**src/rtl/pir_link_pkg.sv**
```systemverilog
package pir_link_pkg;

  localparam int unsigned MAP_BITS  = 48;
  localparam int unsigned TRL_BITS  = 5;
  localparam int unsigned WR_BITS   = MAP_BITS - 1 + TRL_BITS;
  localparam logic [TRL_BITS-1:0] TRAILER = 5'b10110;

  localparam int unsigned TH_POS = 10;
  localparam int unsigned TH_W   = 8;
  localparam int unsigned GN_POS = 19;
  localparam int unsigned GN_W   = 2;
  localparam int unsigned FT_POS = 21;
  localparam int unsigned FT_W   = 3;

  typedef enum logic [1:0] {
    ST_IDLE  = 2'd0,
    ST_LO    = 2'd1,
    ST_HI    = 2'd2,
    ST_QUIET = 2'd3
  } link_state_e;

  function automatic logic [GN_W-1:0] gain_code(input logic [1:0] lvl);
    case (lvl)
      2'd2:    gain_code = 2'd3;
      2'd3:    gain_code = 2'd0;
      default: gain_code = 2'd1;
    endcase
  endfunction

  function automatic logic [FT_W-1:0] filt_code(input logic [1:0] typ);
    case (typ)
      2'd0:    filt_code = 3'd7;
      2'd1:    filt_code = 3'd0;
      2'd2:    filt_code = 3'd1;
      default: filt_code = 3'd2;
    endcase
  endfunction

endpackage

```
**src/rtl/pir_frame_build.sv**
```systemverilog
module pir_frame_build
  import pir_link_pkg::*;
(
  input  logic [TH_W-1:0]    thresh_i,
  input  logic [1:0]         gain_lvl_i,
  input  logic [1:0]         filt_type_i,
  output logic [WR_BITS-1:0] frame_o
);
  // Frame bit k carries settings position k+1; the trailer follows position 47.
  localparam int unsigned TH_IDX = TH_POS - 1;
  localparam int unsigned GN_IDX = GN_POS - 1;
  localparam int unsigned FT_IDX = FT_POS - 1;
  localparam int unsigned TR_IDX = MAP_BITS - 1;

  always_comb begin
    frame_o                    = '0;
    frame_o[TH_IDX +: TH_W]    = thresh_i;
    frame_o[GN_IDX +: GN_W]    = gain_code(gain_lvl_i);
    frame_o[FT_IDX +: FT_W]    = filt_code(filt_type_i);
    frame_o[TR_IDX +: TRL_BITS] = TRAILER;
  end

endmodule

```
**src/rtl/pir_phase_timer.sv**
```systemverilog
module pir_phase_timer #(
  parameter int unsigned CNT_W = 8
) (
  input  logic             clk,
  input  logic             rst_n,
  input  logic             restart_i,
  input  logic [CNT_W-1:0] load_i,
  output logic             expire_o
);
  logic [CNT_W-1:0] cnt_q, cnt_d;

  always_comb begin
    cnt_d = cnt_q;
    if (restart_i)
      cnt_d = load_i;
    else if (cnt_q != '0)
      cnt_d = cnt_q - 1'b1;
  end

  always_ff @(posedge clk or negedge rst_n) begin
    if (!rst_n) cnt_q <= '0;
    else        cnt_q <= cnt_d;
  end

  assign expire_o = (cnt_q == '0);

endmodule

```
**src/rtl/pir_rx_capture.sv**
```systemverilog
module pir_rx_capture #(
  parameter int unsigned WIDTH = 48,
  parameter int unsigned IDX_W = 6
) (
  input  logic             clk,
  input  logic             rst_n,
  input  logic             sample_en_i,
  input  logic [IDX_W-1:0] idx_i,
  input  logic             sdin_i,
  output logic [WIDTH-1:0] word_o
);
  logic [WIDTH-1:0] word_q, word_d;

  always_comb begin
    word_d = word_q;
    for (int k = 0; k < int'(WIDTH); k++) begin
      if (sample_en_i && (idx_i == IDX_W'(k)))
        word_d[k] = (k == 0) ? 1'b0 : sdin_i;
    end
  end

  always_ff @(posedge clk or negedge rst_n) begin
    if (!rst_n) word_q <= '0;
    else        word_q <= word_d;
  end

  assign word_o = word_q;

endmodule

```
**src/rtl/pir_settings_link.sv**
```systemverilog
module pir_settings_link
  import pir_link_pkg::*;
#(
  parameter int unsigned HALF_TICKS  = 125000,
  parameter int unsigned QUIET_TICKS = 7500000
) (
  input  logic                clk,
  input  logic                rst_n,
  input  logic                start_i,
  input  logic                rd_mode_i,
  input  logic [7:0]          thresh_i,
  input  logic [1:0]          gain_lvl_i,
  input  logic [1:0]          filt_type_i,
  output logic                sclk_o,
  output logic                sclk_oe_o,
  output logic                sdata_o,
  output logic                sdata_oe_o,
  input  logic                sdata_i,
  output logic [MAP_BITS-1:0] rdata_o,
  output logic                busy_o,
  output logic                done_o
);
  localparam int unsigned T_MAX = (QUIET_TICKS > HALF_TICKS) ? QUIET_TICKS : HALF_TICKS;
  localparam int unsigned CNT_W = $clog2(T_MAX + 1);
  localparam int unsigned BIT_W = $clog2(WR_BITS);
  localparam logic [CNT_W-1:0] HALF_LD  = CNT_W'(HALF_TICKS - 1);
  localparam logic [CNT_W-1:0] QUIET_LD = CNT_W'(QUIET_TICKS - 1);
  localparam logic [BIT_W-1:0] WR_LAST  = BIT_W'(WR_BITS - 1);
  localparam logic [BIT_W-1:0] RD_LAST  = BIT_W'(MAP_BITS - 1);

  link_state_e        state_q, state_d;
  logic [BIT_W-1:0]   bit_q, bit_d;
  logic               rd_q, rd_d;
  logic [WR_BITS-1:0] tx_q, tx_d;
  logic               done_q, done_d;

  logic [WR_BITS-1:0] frame;
  logic               restart;
  logic [CNT_W-1:0]   load;
  logic               expire;
  logic               last_bit;
  logic               sample_en;

  pir_frame_build i_frame (
    .thresh_i    (thresh_i),
    .gain_lvl_i  (gain_lvl_i),
    .filt_type_i (filt_type_i),
    .frame_o     (frame)
  );

  pir_phase_timer #(.CNT_W(CNT_W)) i_timer (
    .clk       (clk),
    .rst_n     (rst_n),
    .restart_i (restart),
    .load_i    (load),
    .expire_o  (expire)
  );

  pir_rx_capture #(.WIDTH(MAP_BITS), .IDX_W(BIT_W)) i_rx (
    .clk         (clk),
    .rst_n       (rst_n),
    .sample_en_i (sample_en),
    .idx_i       (bit_q),
    .sdin_i      (sdata_i),
    .word_o      (rdata_o)
  );

  assign last_bit  = (bit_q == (rd_q ? RD_LAST : WR_LAST));
  assign sample_en = (state_q == ST_HI) && expire && rd_q;

  // Next-state logic
  always_comb begin
    state_d = state_q;
    bit_d   = bit_q;
    rd_d    = rd_q;
    tx_d    = tx_q;
    done_d  = 1'b0;
    restart = 1'b0;
    load    = HALF_LD;
    case (state_q)
      ST_IDLE: begin
        if (start_i) begin
          state_d = ST_LO;
          rd_d    = rd_mode_i;
          tx_d    = frame;
          bit_d   = '0;
          restart = 1'b1;
        end
      end
      ST_LO: begin
        if (expire) begin
          state_d = ST_HI;
          restart = 1'b1;
        end
      end
      ST_HI: begin
        if (expire) begin
          restart = 1'b1;
          if (last_bit) begin
            state_d = ST_QUIET;
            load    = QUIET_LD;
          end else begin
            state_d = ST_LO;
            bit_d   = bit_q + 1'b1;
            tx_d    = {1'b0, tx_q[WR_BITS-1:1]};
          end
        end
      end
      default: begin
        if (expire) begin
          state_d = ST_IDLE;
          done_d  = 1'b1;
        end
      end
    endcase
  end

  // Registers
  always_ff @(posedge clk or negedge rst_n) begin
    if (!rst_n) begin
      state_q <= ST_IDLE;
      bit_q   <= '0;
      rd_q    <= 1'b0;
      tx_q    <= '0;
      done_q  <= 1'b0;
    end else begin
      state_q <= state_d;
      bit_q   <= bit_d;
      rd_q    <= rd_d;
      tx_q    <= tx_d;
      done_q  <= done_d;
    end
  end

  assign sclk_o     = (state_q == ST_HI);
  assign sclk_oe_o  = (state_q != ST_IDLE);
  assign sdata_oe_o = !rd_q && ((state_q == ST_LO) || (state_q == ST_HI));
  assign sdata_o    = sdata_oe_o && tx_q[0];
  assign busy_o     = (state_q != ST_IDLE);
  assign done_o     = done_q;

endmodule

```
**config.mk**
```make
export PLATFORM = sky130hd
export DESIGN_NAME = pir_settings_link
export DESIGN_NICKNAME = d
export VERILOG_FILES = /design/src/rtl/pir_link_pkg.sv /design/src/rtl/pir_frame_build.sv /design/src/rtl/pir_phase_timer.sv /design/src/rtl/pir_rx_capture.sv /design/src/rtl/pir_settings_link.sv
export SDC_FILE = /design/constraint.sdc
export NUM_CORES = 1
export LEC_CHECK = 0
export BUFFER_PORTS_ARGS = -buffer_cell sky130_fd_sc_hd__clkbuf_2
export CORE_ASPECT_RATIO = 1.1
export CORE_MARGIN = 4
export CORE_UTILIZATION = 40
export DETAILED_ROUTE_END_ITERATION = 10
export PLACE_DENSITY = 0.64
export SYNTH_ARGS = -nofsm -noshare
export SYNTH_HDL_FRONTEND = slang
export SYNTH_SLANG_ARGS = --single-unit
```
**constraint.sdc**
```tcl
create_clock -name clk -period 2.82 [get_ports clk]
set_input_delay 0.141 -clock clk [delete_from_list [all_inputs] [get_ports clk]]
set_output_delay 0.141 -clock clk [all_outputs]
set_load 0.01 [all_outputs]
```
==> summary.md <==
| Metric | Value |
|---|---|
| Ratio of cells with drive above 1 in the final layout | `0.269` |
| Post-synth top cells | `dfrtp_1, a22o_1, mux2_2` |
| Clk sink count | `132` |
| Die W | `130 um` |
| Met2 Track Usage GR | `0.290` |
| Hpwl dp | `10300 um` |
| Cell Area, Synth | `6560 sq um` |
| Final hold vios | `0` |
| Synth Area in Adders | `0.0229` |
| Yosys warns | `0` |
| IO Port Bufs | `69` |
| Vias in the first global route | `5120` |
| Multiplexer share of the synthesized area | `0.0839` |
| Synth top area share | `0.503` |
| Xor/xnor cell area share of the yosys netlist | `0.0200` |
| Maxcap violations | `0` |
| Required time worst endpoint | `3.12 ns` |
| Rows | `48` |
| Clock Latency Late Sink | `0.42 ns` |
| Most used routing layer | `met2` |
| Crit end category | `register` |
| Pwr Density | `551 nW/um^2` |
| Seq cells post-synth | `132` |
| Clk Tree Root Cell | `clkbuf_16` |
| Layout area overhead | `19.0%` |
| Setup TNS | `0 ns` |
| Sequential share of the synthesized area | `0.503` |
| Clock transition at the registers of the reported paths | `0.06 ns` |
| Hold Crit Endpoint | `tx_q[13]` |
| Clock Skew | `0.00851 ns` |
| Largest net degree at the start of global routing | `65` |
| Final slew viol count | `0` |
| Synthesized instance count | `596` |
| DR vias/cell | `5.67` |
| Worst vdd ir | `0.414 mV` |
| Routed Antenna Nets | `0` |
| Routability cong. | `0.832` |
| Tcrit/Tclk final | `0.929` |
| Total power | `4.30 mW` |
| Initial Util | `0.412` |
| Avg WL per Cell | `17.4 um` |
| Worst slew margin | `0.426` |
| TritonCTS clock tree | `done` |
| Iteration-0 DRC Markers | `404` |
| Antenna cell count | `0` |
| Dominant cells by area after synthesis | `dfrtp_1, a22o_1, mux2_2` |
| Yosys top cell by area | `dfrtp_1` |
| Leakage power | `3.53 nW` |
| Status | `complete, no violations` |
| Largest family of logic cells by synthesized area | `compound AO/OA/AOI/OAI gates` |
| Die height | `142 um` |
| Critical Path Fanout Max | `12` |
| Worst reg2reg path depth | `5` |
| Number of cells on the worst hold path | `3` |
| Startpoint types | `register` |
| WL final | `15300 um` |
| Most used DFF post-synth | `dfrtp_1` |
| Buffer depth of the longest clock path | `2` |
| Placeable Area | `15900 sq um` |
| # H-tree levels | `4` |
| Global route total overflow | `0` |
| Global-route wire length before repair | `25700 um` |
| Distinct cells, synth | `56` |
| Layout net count | `699` |
| Async SR Flop Fraction | `1.00` |
| Compound-cell area share of the yosys netlist | `0.175` |
| Syn_nets | `625` |
| Met1 Track Usage GR | `0.223` |
| Min-delay worst type | `input port to register` |
| Top-count cell post-synth | `dfrtp_1` |
| Critical Setup Path Class | `register to register` |
| CP arrival | `2.92 ns` |
| GRT Overall Usage | `0.173` |
| FF-to-FF Start | `i_timer.cnt_q[9]` |
| Vias | `5003` |
| Reg2Reg Capture Point | `tx_q[9]` |
| Setup violators final | `0` |
| R2r setup slk | `0.20 ns` |
| Initial antenna violation count | `0` |
| Unrepaired setup endpoints after global routing | `no` |
| Num ports | `71` |
| Peak Freq | `0.382 GHz` |
| Area of the die | `18500 sq um` |
| Hold path start | `thresh_i[4]` |
| Post-route DRC violation count | `0` |
| Post-synth EDFFs | `0` |
| GR Util met3 | `0.0387` |
| Post-layout minimum cycle time | `2.62 ns` |
| Avg Inst Size Synth | `11.0 sq um` |
| Iteration count of the initial detailed-routing pass | `5` |
| Synth Area in Simple Gates | `0.158` |
| Total CTS buffers | `17` |
| Worst-Margin Slew | `0.857 ns` |
[power by group]
| group | switching (mW) | internal (mW) | total (mW) | leakage [nW] |
|---|---|---|---|---|
| sequential | 0.0152 | 1.92 | 1.94 | 1.68 |
| combinational | 0.0775 | 0.0482 | 0.126 | 1.56 |
| clock | 0.836 | 1.40 | 2.24 | 0.283 |
| total | 0.928 | 3.37 | 4.30 | 3.53 |
[state kept, by name, summed over array words and instances (netlist names)]
name           cells
i_rx.word_o       47
bit_q              6
tx_q              52
state_q            2
rd_q               1
done_o             1
i_timer.cnt_q     23
[critical path, cell delays in order (launching register included)]
cell	delay, ns
dfrtp_1	0.41
or4_1	0.57
or3_1	0.40
nor4_4	0.38
nor2_1	0.28
a221o_1	0.45
[through the flow]
stage	utilization	setup slack [ns]	instances	hold WS (ns)	area [sq um]
2_1_floorplan	-	0.386	596	-0.155	6560
3_3_place_gp	0.451	0.260	848	0.290	7180
3_5_place_dp	0.451	0.162	848	0.304	7180
4_1_cts	0.490	0.146	882	0.0165	7800
5_1_grt	0.491	0.0513	883	0.0221	7810
6_report	0.491	0.201	883	0.0271	7810
[cell usage in the layout, fill, tap and decap left out, types with 12 or more instances in the layout]
cell       instances
dfrtp_1          132
and2_1            20
clkbuf_2          68
nand2_1           41
a22o_1            73
clkbuf_16         17
nand3_1           15
a21oi_1           17
inv_1             14
o21ai_0           13
nor3_1            15
mux2_2            48
buf_4             20
nor2_1            46
a221o_1           12
[layout make-up]
type | count | area [sq um]
timing repair buffer | 93 | 571
tap | 200 | 250
clock buffer | 18 | 439
sequential | 132 | 3300
inverter | 14 | 52.6
fill | 1416 | 8110
multi-input combinational | 412 | 3030
clock inverter | 14 | 161
[worst max path at each step]
stage,to,start,depth (start not counted)
floorplan,tx_q[16],i_timer.cnt_q[0],8
global placement,tx_q[20],i_timer.cnt_q[9],7
detailed placement,i_rx.word_o[32],i_timer.cnt_q[1],8
CTS,i_rx.word_o[32],i_timer.cnt_q[1],8
global route,tx_q[9],state_q[0],7
finish,tx_q[9],i_timer.cnt_q[9],5
[metal layers]
| metal | wire length, um | up-vias |
|---|---|---|
| met3 | 531 | 24 |
| met4 | 262 | 0 |
| li1 | - | 2343 |
| met5 | 0 | - |
| met1 | 6680 | 2543 |
| met2 | 7870 | 93 |
[timing repair]
item / 4_1_cts / 5_1_grt
endpoints found under the hold margin: 63 / 0
setup endpoints to repair: 0 / 23
resized for setup: 0 / 2
hold buffers: 2 / 0
setup buffers: 0 / 1
[cell families (layout without fill, tap and decap cells)]
kind of cell / after synthesis / after routing
AND/OR/NAND/NOR: 188 / 188
AO/OA/AOI/OAI: 147 / 147
flip-flops: 132 / 132
buffers and inverters: 52 / 139
multiplexers: 49 / 49
XOR/XNOR: 15 / 15
adder cells (fa/ha/maj): 12 / 12
other: 1 / 1
Note: power is estimated with default switching activity, not from simulation.
